==> src/rtl/evt_pkg.sv <==
package evt_pkg;

    localparam int BUS_W    = 32;
    localparam int ADDR_W   = 12;
    localparam int CH_SLOTS = 8;

    localparam logic [ADDR_W-1:0] A_CAP_LO = 12'h000;
    localparam logic [ADDR_W-1:0] A_CAP_HI = 12'h004;
    localparam logic [ADDR_W-1:0] A_RUN    = 12'h010;
    localparam logic [ADDR_W-1:0] A_ISTAT  = 12'h020;
    localparam logic [ADDR_W-1:0] A_CNT_LO = 12'h0F0;
    localparam logic [ADDR_W-1:0] A_CNT_HI = 12'h0F4;

    localparam logic [3:0] CH_PAGE = 4'h1;

    localparam logic [4:0] O_CFG_LO = 5'h00;
    localparam logic [4:0] O_CFG_HI = 5'h04;
    localparam logic [4:0] O_CMP_LO = 5'h08;
    localparam logic [4:0] O_CMP_HI = 5'h0C;

    localparam int B_LVL   = 1;
    localparam int B_IE    = 2;
    localparam int B_PER   = 3;
    localparam int B_PCAP  = 4;
    localparam int B_ARM   = 6;
    localparam int B_F32   = 8;
    localparam int B_RT_LO = 9;
    localparam int RT_W    = 5;

    typedef struct packed {
        logic [RT_W-1:0] route;
        logic            f32;
        logic            arm;
        logic            per;
        logic            ie;
        logic            lvl;
    } ch_cfg_t;

    function automatic logic [63:0] put_half(input logic [63:0] v, input logic hi,
                                             input logic [BUS_W-1:0] d);
        logic [63:0] r;
        r = v;
        if (hi) r[63:32] = d;
        else    r[31:0]  = d;
        return r;
    endfunction

    function automatic logic [BUS_W-1:0] cfg_word(input ch_cfg_t c, input logic pcap);
        logic [BUS_W-1:0] w;
        w = '0;
        w[B_LVL]  = c.lvl;
        w[B_IE]   = c.ie;
        w[B_PER]  = c.per;
        w[B_PCAP] = pcap;
        w[B_ARM]  = c.arm;
        w[B_F32]  = c.f32;
        w[B_RT_LO +: RT_W] = c.route;
        return w;
    endfunction

endpackage

==> src/rtl/evt_counter.sv <==
module evt_counter
    import evt_pkg::*;
#(
    parameter int CNT_W = 64
) (
    input  logic             clk,
    input  logic             rst,
    input  logic             run_i,
    input  logic             ld_lo_i,
    input  logic             ld_hi_i,
    input  logic [BUS_W-1:0] wdata_i,
    output logic [CNT_W-1:0] cnt_o
);

    logic [CNT_W-1:0] cnt_q;
    logic [63:0]      wide;

    always_comb begin
        wide = 64'(cnt_q);
        if (ld_lo_i) wide = put_half(wide, 1'b0, wdata_i);
        if (ld_hi_i) wide = put_half(wide, 1'b1, wdata_i);
    end

    always_ff @(posedge clk) begin
        if (rst)                     cnt_q <= '0;
        else if (run_i)              cnt_q <= cnt_q + CNT_W'(1);
        else if (ld_lo_i || ld_hi_i) cnt_q <= wide[CNT_W-1:0];
    end

    assign cnt_o = cnt_q;

endmodule

==> src/rtl/evt_channel.sv <==
module evt_channel
    import evt_pkg::*;
#(
    parameter int          CNT_W     = 64,
    parameter logic        PER_CAP   = 1'b1,
    parameter logic [31:0] ROUTE_CAP = 32'h0000_0030
) (
    input  logic             clk,
    input  logic             rst,
    input  logic [CNT_W-1:0] cnt_i,
    input  logic             run_i,
    input  logic             cfg_we_i,
    input  logic             cmp_we_lo_i,
    input  logic             cmp_we_hi_i,
    input  logic [BUS_W-1:0] wdata_i,
    input  logic             sts_clr_i,
    output ch_cfg_t          cfg_o,
    output logic [CNT_W-1:0] acc_o,
    output logic             sts_o,
    output logic             irq_o
);

    ch_cfg_t          cfg_q, cfg_n;
    logic [CNT_W-1:0] acc_q, acc_n, per_q, per_n;
    logic [63:0]      acc_w, per_w;
    logic             sts_q, pulse_q;
    logic             hit, to_acc, arm_done, cmp_we;

    assign hit      = run_i && (cfg_q.f32 ? (cnt_i[31:0] == acc_q[31:0]) : (cnt_i == acc_q));
    assign cmp_we   = cmp_we_lo_i || cmp_we_hi_i;
    assign to_acc   = !cfg_q.per || cfg_q.arm;
    assign arm_done = cmp_we_hi_i || (cmp_we_lo_i && cfg_q.f32);

    always_comb begin
        acc_w = 64'(acc_q);
        per_w = 64'(per_q);
        if (cmp_we) begin
            if (to_acc) acc_w = put_half(acc_w, cmp_we_hi_i, wdata_i);
            else        per_w = put_half(per_w, cmp_we_hi_i, wdata_i);
        end
        acc_n = acc_w[CNT_W-1:0];
        per_n = per_w[CNT_W-1:0];
        if (hit && cfg_q.per && !cmp_we) begin
            if (cfg_q.f32) acc_n[31:0] = acc_q[31:0] + per_q[31:0];
            else           acc_n       = acc_q + per_q;
        end
    end

    always_comb begin
        cfg_n = cfg_q;
        if (cfg_we_i) begin
            cfg_n.lvl = wdata_i[B_LVL];
            cfg_n.ie  = wdata_i[B_IE];
            cfg_n.f32 = wdata_i[B_F32];
            cfg_n.per = wdata_i[B_PER] & PER_CAP;
            cfg_n.arm = wdata_i[B_ARM] & PER_CAP;
            if (ROUTE_CAP[wdata_i[B_RT_LO +: RT_W]])
                cfg_n.route = wdata_i[B_RT_LO +: RT_W];
        end else if (arm_done) begin
            cfg_n.arm = 1'b0;
        end
    end

    always_ff @(posedge clk) begin
        if (rst) begin
            cfg_q   <= '0;
            acc_q   <= '0;
            per_q   <= '0;
            sts_q   <= 1'b0;
            pulse_q <= 1'b0;
        end else begin
            cfg_q   <= cfg_n;
            acc_q   <= acc_n;
            per_q   <= per_n;
            sts_q   <= cfg_q.lvl ? ((sts_q && !sts_clr_i) || hit) : 1'b0;
            pulse_q <= hit && cfg_q.ie && !cfg_q.lvl;
        end
    end

    assign cfg_o = cfg_q;
    assign acc_o = acc_q;
    assign sts_o = sts_q;
    assign irq_o = cfg_q.lvl ? (sts_q && cfg_q.ie) : pulse_q;

endmodule

==> src/rtl/evt_timer.sv <==
module evt_timer
    import evt_pkg::*;
#(
    parameter int          NCH          = 3,
    parameter int          CNT_W        = 64,
    parameter logic [31:0] TICK_FS      = 32'd10_000_000,
    parameter logic [7:0]  PER_CAP_MASK = 8'h03,
    parameter logic [31:0] ROUTE_CAP    = 32'h0000_0030
) (
    input  logic              clk,
    input  logic              rst,
    input  logic              bus_sel,
    input  logic              bus_wr,
    input  logic [ADDR_W-1:0] bus_addr,
    input  logic [BUS_W-1:0]  bus_wdata,
    output logic [BUS_W-1:0]  bus_rdata,
    output logic [NCH-1:0]    irq_o
);

    localparam logic [BUS_W-1:0] CAP_LO = BUS_W'(NCH - 1) | ((CNT_W == 64) ? 32'h100 : 32'h0);

    logic             is_wr, is_rd, ch_page, run_q;
    logic [2:0]       ch_idx;
    logic [4:0]       ch_off;
    logic [CNT_W-1:0] cnt_q;
    logic [NCH-1:0]   sts_v;
    ch_cfg_t [NCH-1:0] cfg_v;
    logic [CNT_W-1:0] acc_v [NCH];
    logic [BUS_W-1:0] rd_n;
    logic [63:0]      wide_rd;

    assign is_wr   = bus_sel && bus_wr;
    assign is_rd   = bus_sel && !bus_wr;
    assign ch_page = bus_addr[11:8] == CH_PAGE;
    assign ch_idx  = bus_addr[7:5];
    assign ch_off  = bus_addr[4:0];

    always_ff @(posedge clk) begin
        if (rst)                             run_q <= 1'b0;
        else if (is_wr && bus_addr == A_RUN) run_q <= bus_wdata[0];
    end

    evt_counter #(.CNT_W(CNT_W)) u_cnt (
        .clk     (clk),
        .rst     (rst),
        .run_i   (run_q),
        .ld_lo_i (is_wr && bus_addr == A_CNT_LO),
        .ld_hi_i (is_wr && bus_addr == A_CNT_HI),
        .wdata_i (bus_wdata),
        .cnt_o   (cnt_q)
    );

    for (genvar g = 0; g < NCH; g++) begin : g_ch
        logic sel;
        assign sel = ch_page && (ch_idx == 3'(g));
        evt_channel #(
            .CNT_W     (CNT_W),
            .PER_CAP   (PER_CAP_MASK[g]),
            .ROUTE_CAP (ROUTE_CAP)
        ) u_ch (
            .clk         (clk),
            .rst         (rst),
            .cnt_i       (cnt_q),
            .run_i       (run_q),
            .cfg_we_i    (is_wr && sel && ch_off == O_CFG_LO),
            .cmp_we_lo_i (is_wr && sel && ch_off == O_CMP_LO),
            .cmp_we_hi_i (is_wr && sel && ch_off == O_CMP_HI),
            .wdata_i     (bus_wdata),
            .sts_clr_i   (is_wr && bus_addr == A_ISTAT && bus_wdata[g]),
            .cfg_o       (cfg_v[g]),
            .acc_o       (acc_v[g]),
            .sts_o       (sts_v[g]),
            .irq_o       (irq_o[g])
        );
    end

    always_comb begin
        rd_n    = '0;
        wide_rd = 64'(cnt_q);
        case (bus_addr)
            A_CAP_LO: rd_n = CAP_LO;
            A_CAP_HI: rd_n = TICK_FS;
            A_RUN:    rd_n = BUS_W'(run_q);
            A_ISTAT:  rd_n = BUS_W'(sts_v);
            A_CNT_LO: rd_n = wide_rd[31:0];
            A_CNT_HI: rd_n = wide_rd[63:32];
            default:  ;
        endcase
        if (ch_page) begin
            for (int i = 0; i < NCH; i++) begin
                if (ch_idx == 3'(i)) begin
                    wide_rd = 64'(acc_v[i]);
                    case (ch_off)
                        O_CFG_LO: rd_n = cfg_word(cfg_v[i], PER_CAP_MASK[i]);
                        O_CFG_HI: rd_n = ROUTE_CAP;
                        O_CMP_LO: rd_n = wide_rd[31:0];
                        O_CMP_HI: rd_n = wide_rd[63:32];
                        default:  ;
                    endcase
                end
            end
        end
    end

    always_ff @(posedge clk) begin
        if (rst)        bus_rdata <= '0;
        else if (is_rd) bus_rdata <= rd_n;
    end

endmodule

==> config.mk <==
export PLATFORM = sky130hd
export DESIGN_NAME = evt_timer
export DESIGN_NICKNAME = d
export VERILOG_FILES = /design/src/rtl/evt_pkg.sv /design/src/rtl/evt_counter.sv /design/src/rtl/evt_channel.sv /design/src/rtl/evt_timer.sv
export SDC_FILE = /design/constraint.sdc
export NUM_CORES = 2
export LEC_CHECK = 0
export BUFFER_PORTS_ARGS = -buffer_cell sky130_fd_sc_hd__buf_2
export CAP_MARGIN = 25
export CORE_MARGIN = 4
export CORE_UTILIZATION = 33
export DETAILED_ROUTE_END_ITERATION = 10
export PLACE_DENSITY = 0.58
export SKIP_LAST_GASP = 1
export SLEW_MARGIN = 25
export SYNTH_ARGS = -nofsm -noshare
export SYNTH_HDL_FRONTEND = slang
export SYNTH_HIERARCHICAL = 1
export SYNTH_SLANG_ARGS = --single-unit
==> constraint.sdc <==
create_clock -name clk -period 3.8 [get_ports clk]
set_input_delay 0.57 -clock clk [delete_from_list [all_inputs] [get_ports clk]]
set_output_delay 0.57 -clock clk [all_outputs]
set_load 0.01 [all_outputs]
==> flow_metrics.tcl <==
set metrics [dict create \
    finalPower_uw 11200 \
    relSlewSlack 0.205 \
    yosysMostFrequentCell "nand2_1" \
    routed.top_layer "met5" \
    htreeDepth 2 \
    avgSynthCellArea_um2 7.58 \
    grt_max_degree 100 \
    cts.sinks 451 \
    final-setup-viol-count 0 \
    die_w_um 318 \
    clockBufferDepth 3 \
    row_count 113 \
    synth-seq-cells 451 \
    drive_gt1_frac 0.132 \
    power_density_nw_per_um2 302 \
    regArea_um2 9030 \
    gr-total-overflow 0 \
    wl_um 164000 \
    cp-start-kind "flip-flop" \
    rsz0062_at_grt "false" \
    power.leakage_uw 0.0142 \
    clk_latency_ns 0.69 \
    cts_tree "yes" \
    multi_input_area_um2 21400 \
    areaGrowthSynthToFinish_pct 16.1 \
    ant_nets 0 \
    core_um2 95300 \
    clock-root-buffer "clkbuf_16" \
    post_synth_num_cell_types 104 \
    drt-pass1-iter-count 9 \
    fin_worst_skew_ns 0.0549 \
    cp_data_arrival_time_ns 4.18 \
    final_cell_area_um2 36900 \
    stdcell_count 5638 \
    finalSetupTns_ns 0 \
    crit_required_ns 4.38 \
    worstMarginPinSlew_ns 1.19 \
    async_flop_share 0 \
    met1Wirelength_um 64500 \
    cts_setup_buffers 0 \
    ir_drop_mv 0.409 \
    wl_met2_um 66400 \
    ys_warn_count 6 \
    via_per_inst 6.23 \
    routedWlPerCell_um 29.1 \
    antenna_found_initial 4 \
    drv_slew 0 \
    fin_crit_sh 0.946 \
    synth_cells 4194 \
    synth-main-ff-cell "dfxtp_1" \
    grt_usage 0.308 \
    placedCellCount 5534 \
    yosys-top-cells-count "nand2_1, a21oi_1, dfxtp_1" \
    first_global_vias 32100 \
    place_congestion 1.05 \
    syn_area_um2 31800 \
    placed_cell_area_um2 34900 \
    max_freq_ghz 0.278 \
    holdCritPathClass "in -> reg" \
    pin_count 83 \
    synth_edf_count 0 \
    ys_seq_area_frac 0.284 \
    die_area_um2 101000 \
    drc_errors 0 \
    synth_top_area_share 0.284 \
    nets 4503 \
    pre_cts_ws_ns 0.275 \
    n_fill_cell 9943 \
    drt-initial-drc-count 4871 \
    critical_path_class "reg -> reg" \
    synth.area.top_cells "dfxtp_1, a21oi_1, nand2_1" \
    hpwl_um 120000 \
    yosysTopAreaCell "dfxtp_1" \
    crit_path_end_kind "flip-flop" \
    path_clk_slew_ns 0.06 \
    portBuffers 82 \
    hold_viol 0 \
    cts_made_buffers 55 \
    grt_pass1_wl_um 233000 \
    critPathMaxFanout 3 \
    status "complete, no violations" \
    start_util 0.333 \
    vias 35100 \
    wl_met3_um 19800 \
    die_h_um 318 \
    cap_violations 0 \
    period_needed_ns 3.60 \
    fin_ws_ns 0.203 \
]
## where the power goes
part	switching (µW)	leakage, µW	internal, µW	total (µW)
Sequential	20.3	0.00363	4740	4760
Clock	2360	0.000950	3380	5730
Combinational	542	0.00959	114	656
## worst max-delay path, cell delays in order (launching register included)
cell and delay, ns:
dfxtp_1 0.33, ha_1 0.17, inv_1 0.05, fa_1 0.37, nand2b_1 0.19, a21oi_1 0.24, o31a_1 0.21, a21oi_1 0.13
o31ai_2 0.38, a41oi_1 0.30, o31ai_2 0.48, buf_4 0.19, xor2_1 0.16, nor2_1 0.06, a311oi_1 0.23
## worst paths after layout
kind | start | to | slack [ns] | cells after the start
worst min register to register | g_ch[1].u_ch/cfg_o[7] | g_ch[1].u_ch/cfg_o[7] | 0.45 | 2
worst min-delay path | bus_wdata[11] | g_ch[1].u_ch/per_q[11] | 0.38 | 3
worst max register to register | g_ch[1].u_ch/acc_o[0] | g_ch[1].u_ch/acc_o[44] | 0.20 | 14
worst max-delay path | g_ch[1].u_ch/acc_o[0] | g_ch[1].u_ch/acc_o[44] | 0.20 | 14
## cell usage in the layout, fill, tap and decap left out, types with 91 or more instances in the layout
| cell | count |
|---|---|
| nand3_1 | 189 |
| xnor2_1 | 189 |
| nand4_1 | 97 |
| dfxtp_1 | 450 |
| mux2i_1 | 91 |
| buf_4 | 257 |
| nand2_1 | 638 |
| nor2_1 | 282 |
| ha_1 | 127 |
| xor2_1 | 114 |
| a21oi_1 | 514 |
| nor3_1 | 102 |
| o21ai_0 | 123 |
## stage by stage
step	hold slack (ns)	util
floorplan	0.426	-
global placement	0.436	0.367
detailed placement	0.441	0.367
CTS	0.326	0.387
global route	0.353	0.387
finish	0.377	0.387
## layer usage
layer,track usage,vias to the layer above
met3,0.0840,560
met5,0.00520,-
li1,-,15500
met4,0.200,6
met2,0.442,2344
met1,0.403,16700
## sequential cells by signal (all words and copies together) (netlist names)
register           cells
g_ch.u_ch/pulse_q      3
u_cnt/cnt_o           64
g_ch.u_ch/acc_o      192
run_q                  1
g_ch.u_ch/per_q      128
g_ch.u_ch/cfg_o       28
bus_rdata             32
g_ch.u_ch/sts_o        3
## cell type report
class	count	share of cell area
inverter	55	0.00560
clock inverter	25	0.00936
multi-input combinational	3404	0.580
sequential	451	0.245
timing repair buffer	359	0.0745
clock buffer	78	0.0429
antenna	1	0.0000678
tap	1265	0.0429
## repair_timing
action	CTS	global route
gates resized for setup	0	2
hold buffers	0	0
endpoints found under the setup margin	0	4
## kinds of logic (layout without fill, tap and decap cells)
| kind of cell | count (synthesis) | count (layout) | share of synthesized area |
|---|---|---|---|
| xor+xnor | 303 | 303 | 0.0835 |
| compound gates | 1213 | 1213 | 0.247 |
| simple gates | 1637 | 1637 | 0.250 |
| fa+ha+maj | 129 | 129 | 0.0513 |
| mux | 120 | 120 | 0.0389 |
| flops | 451 | 451 | 0.284 |
| buf+inv | 340 | 517 | 0.0448 |
| other cells | 1 | 3 | 0.000118 |
Note: power is estimated with default switching activity, not from simulation.
